### src/rtl/i2c_regslave.sv
module i2c_regslave #(
  parameter logic [4:0] ADDR_HI_RST = 5'b01011,
  parameter logic [7:0] SADDR_PTR   = 8'h48
) (
  input  logic       clk,
  input  logic       rst_n,
  input  logic       scl_i,
  input  logic       sda_i,
  input  logic [1:0] strap_i,
  output logic       sda_oe,
  output logic [7:0] reg_addr,
  output logic [7:0] reg_wdata,
  output logic       reg_we,
  input  logic [7:0] reg_rdata
);

  typedef enum logic [2:0] {S_IDLE, S_ADDR, S_AACK, S_WR, S_WACK, S_RD, S_RACK} st_t;

  st_t        state;
  logic [2:0] scl_q, sda_q;
  logic [3:0] cnt;
  logic [7:0] shreg, ptr, wdata;
  logic [4:0] addr_hi;
  logic [1:0] strap_q, nbyte;
  logic       rw, oe, we;

  wire scl_rise  = scl_q[1] & ~scl_q[2];
  wire scl_fall  = ~scl_q[1] & scl_q[2];
  wire start_det = scl_q[1] & scl_q[2] & sda_q[2] & ~sda_q[1];
  wire stop_det  = scl_q[1] & scl_q[2] & ~sda_q[2] & sda_q[1];
  wire [6:0] dev_addr = {addr_hi, strap_q};
  wire [7:0] rd_byte  = (ptr == SADDR_PTR) ? {1'b0, dev_addr} : reg_rdata;
  wire [7:0] shifted  = {shreg[6:0], sda_q[1]};

  always_ff @(posedge clk) begin
    if (!rst_n) begin
      scl_q <= 3'b111;
      sda_q <= 3'b111;
    end else begin
      scl_q <= {scl_q[1:0], scl_i};
      sda_q <= {sda_q[1:0], sda_i};
    end
  end

  always_ff @(posedge clk) begin
    if (!rst_n) begin
      state   <= S_IDLE;
      cnt     <= '0;
      shreg   <= '0;
      ptr     <= '0;
      wdata   <= '0;
      addr_hi <= ADDR_HI_RST;
      strap_q <= strap_i;
      nbyte   <= '0;
      rw      <= 1'b0;
      oe      <= 1'b0;
      we      <= 1'b0;
    end else begin
      we <= 1'b0;
      if (start_det) begin
        state <= S_ADDR;
        cnt   <= '0;
        oe    <= 1'b0;
      end else if (stop_det) begin
        state <= S_IDLE;
        oe    <= 1'b0;
      end else begin
        case (state)
          S_ADDR:
            if (scl_rise) begin
              shreg <= shifted;
              cnt   <= cnt + 4'd1;
            end else if (scl_fall && cnt == 4'd8) begin
              if (shreg[7:1] == dev_addr) begin
                oe    <= 1'b1;
                rw    <= shreg[0];
                nbyte <= '0;
                state <= S_AACK;
              end else begin
                state <= S_IDLE;
              end
            end
          S_AACK:
            if (scl_fall) begin
              cnt <= '0;
              if (rw) begin
                shreg <= rd_byte;
                oe    <= ~rd_byte[7];
                state <= S_RD;
              end else begin
                oe    <= 1'b0;
                state <= S_WR;
              end
            end
          S_WR:
            if (scl_rise) begin
              shreg <= shifted;
              cnt   <= cnt + 4'd1;
            end else if (scl_fall && cnt == 4'd8) begin
              oe    <= 1'b1;
              state <= S_WACK;
              if (nbyte == 2'd0) begin
                ptr <= shreg;
              end else if (nbyte == 2'd1) begin
                if (ptr == SADDR_PTR) addr_hi <= shreg[6:2];
                else begin
                  we    <= 1'b1;
                  wdata <= shreg;
                end
              end
              if (nbyte != 2'd2) nbyte <= nbyte + 2'd1;
            end
          S_WACK:
            if (scl_fall) begin
              oe    <= 1'b0;
              cnt   <= '0;
              state <= S_WR;
            end
          S_RD:
            if (scl_rise) begin
              cnt <= cnt + 4'd1;
            end else if (scl_fall) begin
              if (cnt == 4'd8) begin
                oe    <= 1'b0;
                state <= S_RACK;
              end else begin
                shreg <= {shreg[6:0], 1'b0};
                oe    <= ~shreg[6];
              end
            end
          S_RACK:
            if (scl_rise) state <= sda_q[1] ? S_IDLE : S_AACK;
          default: ;
        endcase
      end
    end
  end

  assign sda_oe    = oe;
  assign reg_addr  = ptr;
  assign reg_wdata = wdata;
  assign reg_we    = we;

  AST_WE_SINGLE:     assert property (@(posedge clk) disable iff (!rst_n) we |=> !we);
  AST_OE_AFTER_FALL: assert property (@(posedge clk) disable iff (!rst_n) $rose(oe) |-> !$past(scl_q[1]));
  AST_STOP_RELEASE:  assert property (@(posedge clk) disable iff (!rst_n) stop_det |=> !oe);
  AST_NO_WE_SADDR:   assert property (@(posedge clk) disable iff (!rst_n) we |-> ptr != SADDR_PTR);
  AST_READ_NO_WE:    assert property (@(posedge clk) disable iff (!rst_n) (rw && state == S_RD) |-> !we);

endmodule

### config.mk
export PLATFORM = sky130hd
export DESIGN_NAME = i2c_regslave
export DESIGN_NICKNAME = d
export VERILOG_FILES = /design/src/rtl/i2c_regslave.sv
export SDC_FILE = /design/constraint.sdc
export NUM_CORES = 1
export LEC_CHECK = 0
export BUFFER_PORTS_ARGS = -buffer_cell sky130_fd_sc_hd__buf_2
export CAP_MARGIN = 10
export CORE_AREA = 5 5 83 105
export CTS_BUF_LIST = sky130_fd_sc_hd__clkbuf_8
export DETAILED_ROUTE_END_ITERATION = 16
export DIE_AREA = 0 0 88 110
export SLEW_MARGIN = 15
export SYNTH_ARGS = -nofsm -noshare
export SYNTH_HDL_FRONTEND = slang
export SYNTH_SLANG_ARGS = --single-unit
### constraint.sdc
create_clock -name clk -period 1.64 [get_ports clk]
set_input_delay 0.246 -clock clk [delete_from_list [all_inputs] [get_ports clk]]
set_output_delay 0.246 -clock clk [all_outputs]
set_load 0.01 [all_outputs]
Word level (Yosys, flattened, before mapping)
Cells that the tools add are included.
{ "word_totals": {"ff_bits": 49, "output_inout_bits": 18, "elab_cells": 147, "input_bits": 14} }
{ "op_classes": {"eq_ne": 38, "n_bitwise": 22, "addsub": 2, "n_mux": 47, "reduce_logical": 24} }
{ "op_table": {"columns": ["cell", "n"], "rows": [
  ["$mux W8", 7],
  ["$ne A4 B4 Y1 const B", 10],
  ["$mux W3", 11],
  ["$ne A2 B2 Y1 const B", 15],
  ["$pmux W8 S3", 1],
  ["$reduce_and A11 Y1", 2],
  ["$pmux W3 S6", 1],
  ["$reduce_and A9 Y1", 2],
  ["$mux W2", 8],
  ["$reduce_and A8 Y1", 2],
  ["$not A1 Y1", 15],
  ["$mux W1", 14],
  ["$reduce_and A6 Y1", 2],
  ["$reduce_and A10 Y1", 1],
  ["$eq A3 B3 Y1 const B", 3],
  ["$eq A8 B7 Y1 const B", 1],
  ["$mux W4", 2],
  ["$pmux W4 S2", 1],
  ["$reduce_bool A8 Y1", 1],
  ["$reduce_or A8 Y1", 1],
  ["$and A1 B1 Y1", 7],
  ["$eq A7 B7 Y1", 1],
  ["$eq A3 B2 Y1 const B", 2],
  ["$ne A2 B1 Y1 const B", 3],
  ["16 further kinds", 20]
]} }

Logic depth before layout (Yosys ltp)
{ "depth": {"word_depth": 8, "ltp_mapped": 9, "depth_no_buf": 7} }

Worst setup path after synthesis
No wires, ideal clock.
{ "synth_timing": {"path_type": "register to register", "startpoint": "reg nbyte[0]", "endpoint": "reg wdata[0], in the netlist reg_wdata[0]", "slack_ns": -0.109, "path_stages_with_launch": 8, "t_arrival_ns": 1.619, "required_ns": 1.510, "synth_period_minus_slack_ns": 1.749, "n_path_buf": 0, "setup_time_ns": 0.130, "cell_sequence": "dfxtp_1 > inv_1 > ha_1 > and4bb_2 > nand4_4 > a21oi_4 > mux2i_1 > nor2_1"} }
{ "synth_between": {"elab_chain_cells": 3, "word_cells_on_any_way": 4, "cone_classes": "1 x eq/ne; 1 x bitwise; 2 x reduce/logical"} }
{ "synth_rtl": {"columns": ["item", "line", "rtl"], "rows": [
  ["from (decl)", "24", "logic [1:0] strap_q, nbyte;"],
  ["from (signal assigned)", "111", "if (nbyte != 2'd2) nbyte <= nbyte + 2'd1;"],
  ["$logic_not A2 Y1", "102", "if (nbyte == 2'd0) begin"],
  ["$not A1 Y1 (no source line)", null, null],
  ["$reduce_and A8 Y1 (no source line) *", null, null],
  ["to (signal assigned)", "108", "wdata <= shreg;"],
  ["to (decl)", "22", "logic [7:0] shreg, ptr, wdata;"]
]} }
Mark *: on every way between the ends. The rest lies on a longest branch, timed or not.
A chain may end at the register's enable or synchronous reset.

Worst setup path in the final report
{ "layout_timing": {"startpoint": "reg cnt[1]", "endpoint": "reg state[0]"} }
{ "layout_between": {"elab_chain_cells": 4, "word_cells_on_any_way": 6, "cone_classes": "4 x eq/ne; 2 x reduce/logical"} }
{ "layout_rtl": {"columns": ["item", "line", "rtl"], "rows": [
  ["from (decl)", "21", "logic [3:0] cnt;"],
  ["from (signal assigned)", "72", "cnt <= cnt + 4'd1;"],
  ["from (signal assigned)", "98", "cnt <= cnt + 4'd1;"],
  ["from (signal assigned)", "121", "cnt <= cnt + 4'd1;"],
  ["$eq A4 B4 Y1 *", "73, 99, 123", null],
  ["$logic_and A1 B1 Y1", "73, 99", null],
  ["$ne A4 B4 Y1 (no source line)", null, null],
  ["$reduce_and A11 Y1 (no source line) *", null, null],
  ["to (signal assigned)", "132", "if (scl_rise) state <= sda_q[1] ? S_IDLE : S_AACK;"],
  ["to (decl)", "19", "st_t state;"]
]} }
Marked as above.

==> impl_metrics.tcl <==
set metrics [dict create \
    multiInputGateArea_um2 1690 \
    num_vias 2406 \
    dpl-instance-area_um2 3180 \
    cts_tree "built" \
    die_y_um 110 \
    port_buffers 31 \
    yosys_warnings 0 \
    vias_per_cell 5.19 \
    wl_met3_um 271 \
    cts_buffer_depth 2 \
    post-route-min-period_ns 1.68 \
    hold_ws_ns 0.102 \
    switchingPower_uw 533 \
    drv_cap 0 \
    top_layer_used "met4" \
    synth_edf_count 2 \
    cts.clk_slew.worst_paths_ns 0.10 \
    fin_crit_sh_pct 103 \
    pwr-share-seq_pct 57.4 \
    synth.cell_area_um2 2580 \
    fill_cells 714 \
    postCtsHoldBufs 0 \
    place_hpwl_mm 5.09 \
    drtIter0Drc 133 \
    r2r-start "cnt[1]" \
    async_flop_share_pct 0 \
    setup-tns-final_ns -0.205 \
    pwr-share-clk_pct 34.6 \
    wl_met2_mm 3.66 \
    coreArea_um2 7610 \
    antenna_found_initial 0 \
    rsz0062_at_grt "true" \
    rows 36 \
    slew_headroom_pct 70.0 \
    cts-htree-levels 2 \
    syn_avg_cell_area_um2 8.76 \
    finalWirelength_mm 7.11 \
    grt_pass1_wl_mm 11.5 \
    postLayoutSetupSlackWorst_ns -0.0444 \
    drive_gt1_share_pct 40.9 \
    cp-end-kind "flip-flop" \
    fin_area_um2 3530 \
    antenna-diode-count 0 \
    cts_sinks 49 \
    synth_top_area_cell "dfxtp_1" \
    die_x_um 88 \
    clk_latency_ns 0.31 \
    wl_per_cell_um 15.3 \
    hold_class "in2reg" \
    ff_latch_area_um2 1010 \
    fmax_ghz 0.594 \
    dr.pass1.iters 4 \
    power.leakage_nw 1.41 \
    finalHoldViolCount 0 \
    area_delta_synth_final_pct 36.7 \
    worst_slew_pin_slew_ns 0.449 \
    outcome "finished with violations" \
    synth.most_common_cell "dfxtp_1" \
    start_kind "flip-flop" \
    grt_max_degree 23 \
    irDropWorstVdd_uv 527 \
    overflow 0 \
    p_comb_share_pct 8.1 \
    die_area_um2 9680 \
    worstSetupEndpoint "state[0]" \
    synthTopCellsByArea "dfxtp_1 36%, mux2i_1 7.4%, nor2_1 5.1%, nand2_1 3.9%, a21oi_1 2.9%" \
    final.setup_skew_ns 0.00701 \
    p_sw_share_pct 25.0 \
    ant_nets 0 \
    slew_violations 0 \
    clockRootBuffer "clkbuf_8" \
    ys.flop_type "dfxtp_1" \
    seq_area_frac_synth_pct 38.7 \
    synth_cell_types 54 \
    cts_buffers 5 \
    p_int_mw 1.60 \
    final_core_util_pct 46.4 \
    drc 0 \
    wl_met1_mm 3.01 \
    nets 387 \
    critPathLaunch "cnt[1]" \
    violations "negative setup slack" \
    powerDensity_nw_per_um2 602 \
    setup_viol 12 \
    syn_nets 314 \
    synth.top_cells.by_count "47 x dfxtp_1, 35 x nor2_1, 27 x nand2_1" \
    crit_fanout 6 \
    grt_usage_pct 15.3 \
    initial_utilization_pct 34.0 \
    syn-instance-count 295 \
    r2r_slack_ns -0.04 \
    synth.top_cell.area_share_pct 36.4 \
    cp_data_required_time_ns 1.83 \
    ys_ff_latch 49 \
    cp.arrival_ns 1.87 \
    pin_count 32 \
    reg2reg_to "state[0]" \
    grt_pass1_vias 2309 \
    gp_congestion 0.857 \
    path_class "reg2reg" \
    ff2ff_path_depth 7 \
]
[state kept, by name, indices dropped and copies added, names as in the netlist, 3 cells and up]
register   count
shreg          8
state          3
cnt            4
reg_addr       8
scl_q          3
addr_hi        5
reg_wdata      8
sda_q          3
[cell families (layout without fill, tap and decap cells)]
group           after synthesis  count (layout)  synth area share (%)
simple gates                119             119                  25.0
flops                        49              49                  38.7
compound gates               67              67                  17.6
buf+inv                      25              99                  4.84
mux                          21              21                  8.37
xor+xnor                      9               9                  3.05
fa+ha+maj                     5               5                  2.42
[metrics by stage]
step	power, mW	cells	setup WS [ns]
final	2.13	464	-0.0444
after global routing	2.22	464	-0.166
after CTS	2.13	458	-0.0334
after detailed placement	1.39	451	-0.175
after global placement	1.39	451	-0.127
after floorplan	1.34	295	0.00124
[worst max-delay path, cell delays in order (launching register included)]
cell      delay, ns
dfxtp_2        0.34
inv_2          0.06
ha_4           0.13
and3b_2        0.27
a21boi_1       0.09
o21a_1         0.23
o311ai_4       0.32
o41ai_4        0.12
[layout by cell type, fill, tap and decap left out, types with 6 or more instances in the layout]
cell type,netlist,final
dfxtp_1,47,40
o22ai_2,0,6
nand2_1,27,26
nand2b_1,11,11
nor2_1,35,34
nand3_1,15,14
dfxtp_2,0,7
buf_2,7,31
mux2i_1,19,19
a31o_2,6,6
a21oi_1,15,13
o21ai_0,13,11
buf_4,4,48
[power groups by stage]
stage	registers (mW)	logic [mW]	clock network, mW
6_report	1.22	0.172	0.736
5_1_grt	1.22	0.188	0.812
4_1_cts	1.22	0.147	0.765
3_5_place_dp	1.25	0.143	0
3_3_place_gp	1.25	0.141	0
2_1_floorplan	1.25	0.0898	0
[worst min path at each step]
| stage | cells after the start | endpoint | start | slack, ns |
|---|---|---|---|---|
| finish | 1 | strap_q[0] | strap_i[0] | 0.10 |
| global route | 1 | strap_q[1] | strap_i[1] | 0.09 |
| CTS | 1 | strap_q[0] | strap_i[0] | 0.09 |
| detailed placement | 1 | sda_q[1] | sda_q[0] | 0.39 |
| global placement | 1 | sda_q[1] | sda_q[0] | 0.39 |
| floorplan | 0 | strap_q[0] | strap_i[0] | 0.34 |
[layer usage]
metal	global-route usage, %	up-vias
li1	-	1190
met1	18.4	1142
met2	27.1	59
met3	2.90	15
met4	5.04	0
met5	0	-
[final cells by class]
| class | instances | area share, % |
|---|---|---|
| Clock inverter | 3 | 0.602 |
| Clock buffer | 5 | 1.95 |
| Sequential cell | 49 | 28.6 |
| Multi-Input combinational cell | 221 | 47.8 |
| Tap cell | 95 | 3.36 |
| Timing Repair Buffer | 85 | 17.1 |
| Inverter | 6 | 0.637 |
[what timing repair did]
item	CTS	global route
resized for setup	13	37
buffers inserted	0	6
pin swaps	4	29
setup endpoints to repair	33	34
(Power assumes the default switching activity.)
